`src/rtl/wsi_pkg.sv`:
```
package wsi_pkg;
  typedef enum logic [1:0] {
    SZ_BYTE = 2'd0,
    SZ_HALF = 2'd1,
    SZ_WORD = 2'd2,
    SZ_WRES = 2'd3
  } xferSize_e;

  // strobes from the sequencer to the datapath
  typedef struct packed {
    logic load;
    logic ceActive;
    logic rdStrobe;
    logic wrStrobe;
    logic secondHalf;
    logic capture;
  } ctrlStrobes_t;
endpackage

```
`src/rtl/wsi_ctrl.sv`:
```
module wsi_ctrl
  import wsi_pkg::*;
#(
  parameter int WAIT_W = 4
) (
  input  logic              clk,
  input  logic              rstN,
  input  logic              reqValid,
  input  logic [WAIT_W-1:0] cfgWait,
  input  logic              isSplit,
  input  logic              isWrite,
  output ctrlStrobes_t      ctl,
  output logic              reqReady
);
  typedef enum logic [1:0] {ST_IDLE, ST_ACCESS, ST_GAP, ST_DONE} seqState_e;

  seqState_e         state;
  logic [WAIT_W-1:0] waitCnt;
  logic              second;
  logic              lastClock;

  assign lastClock = (waitCnt == '0);

  always_ff @(posedge clk or negedge rstN) begin
    if (!rstN) begin
      state   <= ST_IDLE;
      waitCnt <= '0;
      second  <= 1'b0;
    end else begin
      unique case (state)
        ST_IDLE: if (reqValid) begin
          state   <= ST_ACCESS;
          waitCnt <= cfgWait;
          second  <= 1'b0;
        end
        ST_ACCESS: begin
          if (lastClock) state <= (isSplit && !second) ? ST_GAP : ST_DONE;
          else           waitCnt <= waitCnt - 1'b1;
        end
        ST_GAP: begin
          state   <= ST_ACCESS;
          waitCnt <= cfgWait;
          second  <= 1'b1;
        end
        default: state <= ST_IDLE;
      endcase
    end
  end

  always_comb begin
    ctl.load       = (state == ST_IDLE) && reqValid;
    ctl.ceActive   = (state == ST_ACCESS) || (state == ST_GAP);
    ctl.rdStrobe   = (state == ST_ACCESS) && !isWrite;
    ctl.wrStrobe   = (state == ST_ACCESS) && isWrite;
    ctl.secondHalf = second;
    ctl.capture    = (state == ST_ACCESS) && lastClock;
  end

  assign reqReady = (state == ST_DONE);
endmodule

```
`src/rtl/wsi_datapath.sv`:
```
module wsi_datapath
  import wsi_pkg::*;
#(
  parameter int ADDR_W = 24
) (
  input  logic              clk,
  input  logic              rstN,
  input  ctrlStrobes_t      ctl,
  input  logic              reqWrite,
  input  logic [1:0]        reqSize,
  input  logic [ADDR_W-1:0] reqAddr,
  input  logic [31:0]       reqWdata,
  input  logic [ADDR_W-1:0] cfgNarrowBase,
  input  logic [ADDR_W-1:0] cfgNarrowLimit,
  input  logic [31:0]       memDin,
  output logic              isSplit,
  output logic              isWrite,
  output logic [ADDR_W-1:0] memAddr,
  output logic [3:0]        memBeN,
  output logic [31:0]       memDout,
  output logic              memDoutEnLo,
  output logic              memDoutEnHi,
  output logic [31:0]       rspRdata
);
  localparam int LANES = 4;

  logic              rWrite;
  xferSize_e         rSize;
  logic [ADDR_W-1:0] rAddr;
  logic [31:0]       rWdata;
  logic              rNarrow;
  logic [15:0]       lowHalf;
  logic [LANES-1:0]  laneMask;
  logic [31:0]       laneBits;
  logic [1:0]        narrowMask;
  logic [15:0]       wrHalf;
  logic [15:0]       rdHalf;
  logic [7:0]        rdByte;
  logic [31:0]       rdResult;

  always_ff @(posedge clk or negedge rstN) begin
    if (!rstN) begin
      rWrite  <= 1'b0;
      rSize   <= SZ_BYTE;
      rAddr   <= '0;
      rWdata  <= '0;
      rNarrow <= 1'b0;
    end else if (ctl.load) begin
      rWrite  <= reqWrite;
      rSize   <= xferSize_e'(reqSize);
      rAddr   <= reqAddr;
      rWdata  <= reqWdata;
      rNarrow <= (reqAddr >= cfgNarrowBase) && (reqAddr <= cfgNarrowLimit);
    end
  end

  assign isWrite = rWrite;
  assign isSplit = rNarrow && (rSize == SZ_WORD || rSize == SZ_WRES);

  always_comb begin
    unique case (rSize)
      SZ_BYTE: laneMask = 4'b0001 << rAddr[1:0];
      SZ_HALF: laneMask = rAddr[1] ? 4'b1100 : 4'b0011;
      default: laneMask = 4'b1111;
    endcase
  end

  for (genvar i = 0; i < LANES; i++) begin : g_lane
    assign laneBits[8*i +: 8] = {8{laneMask[i]}};
  end

  // narrow side: one halfword per external cycle on bits 15:0
  assign narrowMask = (rSize == SZ_BYTE) ? (rAddr[0] ? 2'b10 : 2'b01) : 2'b11;
  assign wrHalf = (isSplit ? ctl.secondHalf : rAddr[1]) ? rWdata[31:16] : rWdata[15:0];

  always_comb begin
    if (rNarrow) begin
      memAddr = isSplit ? {rAddr[ADDR_W-1:2], ctl.secondHalf, 1'b0}
                        : {rAddr[ADDR_W-1:1], 1'b0};
      memBeN  = {2'b11, ~narrowMask};
      memDout = {16'h0000, wrHalf & {{8{narrowMask[1]}}, {8{narrowMask[0]}}}};
    end else begin
      memAddr = {rAddr[ADDR_W-1:2], 2'b00};
      memBeN  = ~laneMask;
      memDout = rWdata & laneBits;
    end
  end

  assign memDoutEnLo = ctl.wrStrobe;
  assign memDoutEnHi = ctl.wrStrobe && !rNarrow;

  assign rdHalf = memDin[15:0];
  assign rdByte = rAddr[0] ? memDin[15:8] : memDin[7:0];

  always_comb begin
    if (rWrite)                 rdResult = '0;
    else if (!rNarrow)          rdResult = memDin & laneBits;
    else if (isSplit)           rdResult = {rdHalf, lowHalf};
    else if (rSize == SZ_HALF)  rdResult = rAddr[1] ? {rdHalf, 16'h0000} : {16'h0000, rdHalf};
    else                        rdResult = {24'h000000, rdByte} << {rAddr[1:0], 3'b000};
  end

  always_ff @(posedge clk or negedge rstN) begin
    if (!rstN) begin
      lowHalf  <= '0;
      rspRdata <= '0;
    end else if (ctl.capture) begin
      if (isSplit && !ctl.secondHalf) lowHalf  <= rdHalf;
      else                            rspRdata <= rdResult;
    end
  end
endmodule

```
`src/rtl/width_adapt_smem.sv`:
```
module width_adapt_smem
  import wsi_pkg::*;
#(
  parameter int ADDR_W = 24,
  parameter int WAIT_W = 4
) (
  input  logic              clk,
  input  logic              rstN,
  input  logic              reqValid,
  input  logic              reqWrite,
  input  logic [1:0]        reqSize,
  input  logic [ADDR_W-1:0] reqAddr,
  input  logic [31:0]       reqWdata,
  output logic              reqReady,
  output logic [31:0]       rspRdata,
  input  logic [ADDR_W-1:0] cfgNarrowBase,
  input  logic [ADDR_W-1:0] cfgNarrowLimit,
  input  logic [WAIT_W-1:0] cfgWaitStates,
  output logic              memCeN,
  output logic              memOeN,
  output logic              memWeN,
  output logic [ADDR_W-1:0] memAddr,
  output logic [3:0]        memBeN,
  output logic [31:0]       memDout,
  output logic              memDoutEnLo,
  output logic              memDoutEnHi,
  input  logic [31:0]       memDin
);
  ctrlStrobes_t ctl;
  logic         isSplit;
  logic         isWrite;

  wsi_ctrl #(.WAIT_W(WAIT_W)) u_ctrl (
    .clk      (clk),
    .rstN     (rstN),
    .reqValid (reqValid),
    .cfgWait  (cfgWaitStates),
    .isSplit  (isSplit),
    .isWrite  (isWrite),
    .ctl      (ctl),
    .reqReady (reqReady)
  );

  wsi_datapath #(.ADDR_W(ADDR_W)) u_dp (
    .clk            (clk),
    .rstN           (rstN),
    .ctl            (ctl),
    .reqWrite       (reqWrite),
    .reqSize        (reqSize),
    .reqAddr        (reqAddr),
    .reqWdata       (reqWdata),
    .cfgNarrowBase  (cfgNarrowBase),
    .cfgNarrowLimit (cfgNarrowLimit),
    .memDin         (memDin),
    .isSplit        (isSplit),
    .isWrite        (isWrite),
    .memAddr        (memAddr),
    .memBeN         (memBeN),
    .memDout        (memDout),
    .memDoutEnLo    (memDoutEnLo),
    .memDoutEnHi    (memDoutEnHi),
    .rspRdata       (rspRdata)
  );

  assign memCeN = ~ctl.ceActive;
  assign memOeN = ~ctl.rdStrobe;
  assign memWeN = ~ctl.wrStrobe;
endmodule

```
`config.mk`:
```
export PLATFORM = sky130hd
export DESIGN_NAME = width_adapt_smem
export DESIGN_NICKNAME = d
export VERILOG_FILES = /design/src/rtl/wsi_pkg.sv /design/src/rtl/wsi_ctrl.sv /design/src/rtl/wsi_datapath.sv /design/src/rtl/width_adapt_smem.sv
export SDC_FILE = /design/constraint.sdc
export NUM_CORES = 1
export LEC_CHECK = 0
export ABC_AREA = 0
export BUFFER_PORTS_ARGS = -buffer_cell sky130_fd_sc_hd__buf_4
export CAP_MARGIN = 25
export CORE_MARGIN = 2
export CORE_UTILIZATION = 35
export DETAILED_ROUTE_END_ITERATION = 7
export SKIP_CTS_REPAIR_TIMING = 1
export SYNTH_ARGS = -nofsm -noshare
export SYNTH_HDL_FRONTEND = slang
export SYNTH_SLANG_ARGS = --single-unit
export TNS_END_PERCENT = 30
```
`constraint.sdc`:
```
create_clock -name clk -period 4.3 [get_ports clk]
set_input_delay 0.43 -clock clk [delete_from_list [all_inputs] [get_ports clk]]
set_output_delay 0.43 -clock clk [all_outputs]
set_load 0.02 [all_outputs]
```
==> results of run 1 <==
==> metal layers <==
layer / up-vias / routed length [um] / global-route usage [%]
li1: 2665 / - / -
met1: 2533 / 8240 / 22.9
met2: 171 / 8470 / 29.3
met3: 23 / 1170 / 5.75
met4: 0 / 321 / 6.10
met5: - / 0 / 0
==> synthesized netlist by cell type, types with 17 or more instances <==
| cell | n |
|---|---|
| sky130_fd_sc_hd__ha_1 | 55 |
| sky130_fd_sc_hd__nand2_1 | 60 |
| sky130_fd_sc_hd__o21ai_2 | 17 |
| sky130_fd_sc_hd__inv_1 | 57 |
| sky130_fd_sc_hd__and2_1 | 19 |
| sky130_fd_sc_hd__buf_4 | 25 |
| sky130_fd_sc_hd__dfrtp_1 | 115 |
| sky130_fd_sc_hd__mux2_2 | 82 |
| sky130_fd_sc_hd__mux2i_1 | 18 |
| sky130_fd_sc_hd__o21ai_0 | 25 |
| sky130_fd_sc_hd__a21oi_1 | 26 |
| sky130_fd_sc_hd__nor2_1 | 23 |
==> worst max-delay path by stage <==
stage,start,endpoint,slack [ns],cells past startpoint
floorplan,u_dp.rNarrow$_DFFE_PN0P_,memDout[7],2.10,5
detailed placement,u_dp.rNarrow$_DFFE_PN0P_,u_dp.rspRdata[21]$_DFFE_PN0P_,1.54,4
global route,u_dp.rNarrow$_DFFE_PN0P_,memDout[1],1.19,3
finish,u_dp.rNarrow$_DFFE_PN0P_,memDout[1],1.35,3
CTS,u_dp.rNarrow$_DFFE_PN0P_,memDout[1],1.32,3
global placement,u_dp.rNarrow$_DFFE_PN0P_,u_dp.rspRdata[18]$_DFFE_PN0P_,1.62,4
==> registers in the layout, indices dropped and copies added (netlist names) <==
name,flops
u_dp.rAddr,24
u_dp.rspRdata,32
u_dp.lowHalf,16
u_dp.rNarrow,1
u_dp.rSize,2
u_dp.rWdata,32
u_ctrl.second,1
u_ctrl.waitCnt,4
u_dp.isWrite,1
u_ctrl.state,2
==> through the flow <==
stage               hold slack, ns  power [mW]  util (%)  worst slack, ns  cell area [um2]
floorplan                    0.134        4.29         -             2.10             6720
global placement             0.464        5.48      45.7             1.62             8580
detailed placement           0.470        5.53      45.7             1.54             8580
CTS                         0.0609        7.12      49.1             1.32             9220
global route                0.0926        7.48      49.1             1.19             9220
finish                      0.0363        7.03      49.1             1.35             9220
==> cells by family (layout without fill, tap and decap cells) <==
kind of cell             Yosys count  in the layout  share of synthesized area, %
buffers and inverters            105            336                          7.49
AO/OA/AOI/OAI                    126            126                          12.8
adder cells (fa/ha/maj)           55             55                          10.2
flip-flops                       115            115                          42.8
other                              1              1                        0.0558
AND/OR/NAND/NOR                  141            141                          10.1
multiplexers                     100            100                          16.4
==> placed cells by master (no fill, tap or decap), drive strengths merged <==
cell type  netlist  routed
o311ai           2       2
dfrtp          115     115
nand2b           7       7
a221o            1       1
buf             38     247
a22o            15      15
o31ai            8       8
nand2           61      61
mux2i           18      18
a32oi            2       2
and2            20      20
clkinvlp         0       1
nor2b            3       3
nand3            6       6
a21boi           3       3
a2111oi          1       1
inv             57      64
o21ai           44      44
nor3             4       4
or4b             1       1
nor3b            2       2
nand4            7       7
a21o             3       3
a211oi           1       1
conb             1       1
a22oi           16      16
clkinv           0       3
ha              55      55
or2              2       2
clkbuf          10      17
nor2            23      23
o211ai           4       4
bufinv           0       4
mux2            82      82
nor4             2       2
or3              3       3
a21oi           26      26
==> where the power goes <==
group          switching (mW)  internal, mW  leakage (nW)  total (mW)
sequential              0.445          1.63          1.38        2.08
clock                   0.570         0.987         0.313        1.56
combinational            1.78          1.61          2.93        3.39
total                    2.79          4.24          4.62        7.03
==> worst reg2reg max path, cell delays in order (launching register included) <==
cell and delay (ns):
sky130_fd_sc_hd__dfrtp_2 0.93, sky130_fd_sc_hd__nand2_1 0.25, sky130_fd_sc_hd__o21ai_2 0.77, sky130_fd_sc_hd__or3_1 0.52, sky130_fd_sc_hd__o21ai_2 0.12
==> layout make-up <==
type,count,share of cell area [%]
inverters,57,2.32
multi-input cells,423,36.2
clock buffers,17,4.61
flip-flops and latches,115,31.2
well taps,234,3.18
clock inverters,15,2.35
repair buffers,247,20.1
==> impl_metrics.toml, run 1 <==
[status]
outcome = "finished, final reports clean"

[worst_setup_path]
worstSetupStartpointType = "flop"
series_of_cell_instances_along_the_critical_path = "a21boi_1 -> a22o_1 -> buf_4"
critical-path-max-stage-delay_ns = 0.93
critical_path_required_ns = 3.87
r2r_slack_ns = 1.59
critPathMaxFanout = 37
worst_ep_arrival_time_ns = 2.52
path_delay_family = "compound AO/OA/AOI/OAI gates"
reg2reg_to = "u_dp.rspRdata[19]$_DFFE_PN0P_"
crit_path_kind = "flop to primary output"
rr_startpoint = "u_dp.rNarrow$_DFFE_PN0P_"
worst-r2r-cell-count = 4
crit_slowest_cell = "sky130_fd_sc_hd__dfrtp_2"
endpoint_kind = "primary output"
critical_path.n_buffers_inverters = 1

[global_route]
grt_antenna_before_repair = 0
number_of_global_route_vias_before_repair = 5510
global_route.usage.total_pct = 18.1
global_route.overflow_total = 0
grt_first_pass_wirelength_um = 28600
grt_max_degree = 48

[floorplanning]
design.die.area_um2 = 20300
core-area_um2 = 18800
fp.dieH_um = 143
total_i_o_pin_count = 244
die_width_um = 143
floorplan.initialDensity_pct = 35.8
fp-row-count = 50

[drt]
post_drt_via_cell_ratio = 4.87
vias = 5392
wl_per_cell_um = 16.4
drt_drc_violations_left = 0
drt_pass1_iterations = 4
detail-route-antenna-nets = 0
total_wirelength_um = 18200
detail_route.iter0.violations = 164

[cells_and_area]
area.growth.synth_to_final_pct = 37.2
num_antenna_cells = 0
num-nets-final = 1062
area.sequential_um2 = 2880
multi_input_area_um2 = 3340
ratio_of_cells_with_drive_above_1_in_the_final_layout_pct = 44.2
fin_cells = 1108
n_fill_cell = 1852

[timing]
fin_worst_skew_ns = 0.00992
final-setup-viol-count = 0
final-hold-violation-count = 0
min_period_over_period_pct = 68.6
maxClockFrequency_mhz = 339
worstMarginPinSlew_ns = 0.966
totalNegativeSetupSlack_ns = 0
setup_repair_after_global_routing_missed_its_margin = "false"
drv_slew = 0
final_period_minus_worst_setup_slack_ns = 2.95
timing.max_slew.rel_slack_pct = 35.6

[clock_network]
worstSkewPairLatency_ns = 0.42
cts_buffers = 17
clk_transition_reported_paths_ns = 0.06
tritoncts = "built"
num_clock_sinks = 115
cts_max_level = 4
cts_root_buffer = "sky130_fd_sc_hd__clkbuf_16"
cts-root-to-sink-buffers = 2

[pwr]
ir_worst_vdd_uv = 415
static-leakage-power_nw = 4.62
ratio_of_total_power_to_cell_area_nw_per_um2 = 762

[synth]
synth_cell_types = 45
syn_area_per_cell_um2 = 10.4
synth_edf_count = 0
yosysWarnings = 0
netlist.area_leader.share_pct = 42.8
syn_inst = 643
synth_area_leaders = "sky130_fd_sc_hd__dfrtp_1, sky130_fd_sc_hd__mux2_2, sky130_fd_sc_hd__ha_1, sky130_fd_sc_hd__nand2_1, sky130_fd_sc_hd__inv_1"
netlist.top_cell.by_area = "sky130_fd_sc_hd__dfrtp_1"
yosys_most_used_dff = "sky130_fd_sc_hd__dfrtp_1"
async_flop_share_pct = 100
synth.cell_area_um2 = 6720
postSynthRegisterBits = 115
mappedNetlistNets = 844
sequential_fraction_of_the_synthesis_area_pct = 42.8

[placed_design]
placed_wire_length_estimate_um = 13800
place.gp.congestion = 0.822
place.port_buffers = 242
dp_cells = 1076

[min_path]
min-delay-path-class = "input port to async pin"

[flow_run]
max-cap-violations = 0
No activity file was read; power rests on OpenSTA's default activity.
==> run 2, diff against run 1 <==
Clock period 4.3 ns to 2.56 ns, I/O delays scaled along.
==> impl_metrics.toml, run 2 (synthesis gave the netlist of run 1 again) <==
[global_route]
global_route.usage.total_pct = 18.1
busiest_layer = "met2"
grt_use_met1_pct = 22.5
global_route.overflow_total = 0
grt_first_pass_wirelength_um = 28700
groute.layer.met3.usage_pct = 5.65
grt_max_degree = 47
use_met2_pct = 30.2
grt_antenna_before_repair = 0
number_of_global_route_vias_before_repair = 5445

[pwr]
ir_worst_vdd_uv = 618
static-leakage-power_nw = 4.66
ratio_of_total_power_to_cell_area_nw_per_um2 = 1270

[drt]
drt_pass1_iterations = 4
detail-route-antenna-nets = 0
drt_drc_violations_left = 0
vias = 5415
total_wirelength_um = 18200
detail_route.iter0.violations = 223
post_drt_via_cell_ratio = 4.85
wl_per_cell_um = 16.3

[worst_setup_path]
crit_path_kind = "flop to primary output"
critical_path_required_ns = 2.30
worst-r2r-cell-count = 7
endpoint_kind = "primary output"
critPathMaxFanout = 12
worst_ep_arrival_time_ns = 2.13
worstSetupStartpointType = "flop"

[cells_and_area]
num-nets-final = 1071
ratio_of_cells_with_drive_above_1_in_the_final_layout_pct = 44.7
layout_common_cells = "sky130_fd_sc_hd__buf_4, sky130_fd_sc_hd__dfrtp_1, sky130_fd_sc_hd__mux2_2"
area.sequential_um2 = 2880
n_fill_cell = 1757
area.growth.synth_to_final_pct = 38.2
multi_input_area_um2 = 3340
fin_cells = 1117
num_antenna_cells = 0
final_instance_area_um2 = 9280
largest_registers = "u_dp.rWdata x32, u_dp.rspRdata x32, u_dp.rAddr x24"
mostFrequentLayoutCell = "sky130_fd_sc_hd__buf_4"

[floorplanning]
design.die.area_um2 = 20300
fp.dieH_um = 143
core-area_um2 = 18800
fp-row-count = 50
floorplan.initialDensity_pct = 35.8
total_i_o_pin_count = 244
die_width_um = 143

[clock_network]
cts_root_buffer = "sky130_fd_sc_hd__clkbuf_16"
num_clock_sinks = 115
cts_buffers = 17
tritoncts = "built"
cts-root-to-sink-buffers = 2
cts_max_level = 4
worstSkewPairLatency_ns = 0.42
clk_transition_reported_paths_ns = 0.06

[timing]
worstMarginPinSlew_ns = 0.650
timing.max_slew.rel_slack_pct = 56.7
maxClockFrequency_mhz = 418
holdWs_ns = 0.0660
setup_repair_after_global_routing_missed_its_margin = "false"
final_period_minus_worst_setup_slack_ns = 2.39
fin_worst_skew_ns = 0.0144
final-setup-viol-count = 0
min_period_over_period_pct = 93.4
setup_ws_ns = 0.170
final-hold-violation-count = 0
drv_slew = 0

[placed_design]
post_dp_cell_area_um2 = 8650
place_ws_ns = 0.421
dp_cells = 1084
place.port_buffers = 242
place.gp.congestion = 0.784
placed_wire_length_estimate_um = 14000

[min_path]
timing.hold.worst_path_depth = 2
min-delay-path-class = "input port to flop"

[status]
outcome = "finished, final reports clean"

[flow_run]
max-cap-violations = 0
[run 2: worst max-delay path, stage by stage (launching register included)]
cell                       delay (ns)
sky130_fd_sc_hd__dfrtp_1         0.49
sky130_fd_sc_hd__buf_4           0.23
sky130_fd_sc_hd__nand2b_1        0.16
sky130_fd_sc_hd__o21ai_0         0.15
sky130_fd_sc_hd__and2_1          0.34
sky130_fd_sc_hd__a22o_1          0.21
sky130_fd_sc_hd__buf_4           0.14
[run 2: power by group]
part / switching [mW] / internal [mW]
sequential: 0.622 / 2.75
clock: 0.944 / 1.56
combinational: 3.13 / 2.77
[run 2: path summary, 6_finish.rpt]
| check | startpoint | endpoint | slack [ns] |
|---|---|---|---|
| max | u_dp.rSize[1]$_DFFE_PN0P_ | memDout[11] | 0.17 |
| min | reqWdata[26] | u_dp.rWdata[26]$_DFFE_PN0P_ | 0.07 |
| max reg2reg | u_ctrl.waitCnt[0]$_DFFE_PN0P_ | u_dp.rspRdata[19]$_DFFE_PN0P_ | 0.49 |
| min reg2reg | u_dp.rspRdata[10]$_DFFE_PN0P_ | u_dp.rspRdata[10]$_DFFE_PN0P_ | 0.48 |
| max in group asynchronous | rstN | u_dp.rWdata[10]$_DFFE_PN0P_ | 1.45 |
| min in group asynchronous | rstN | u_ctrl.waitCnt[2]$_DFFE_PN0P_ | 0.41 |
[run 2: per-layer routing]
metal | up-vias | share of wire [%]
li1 | 2698 | -
met1 | 2526 | 44
met2 | 170 | 48
met3 | 21 | 6.4
met4 | 0 | 1.6
met5 | - | 0
[run 2: layout make-up]
cell class | instances | area share [%]
clock inverter | 15 | 2.09
sequential | 115 | 31.0
multi-input combinational | 423 | 36.0
inverter | 57 | 2.30
timing repair buffer | 256 | 20.9
tap | 234 | 3.15
clock buffer | 17 | 4.58
[run 2: stage by stage]
stage	util [%]	TNS, ns	total power [mW]
floorplan	-	0	7.20
global route	49.5	0	12.6
global placement	46.1	0	9.30
detailed placement	46.1	0	9.38
finish	49.5	0	11.8
CTS	49.4	-0.148	11.9
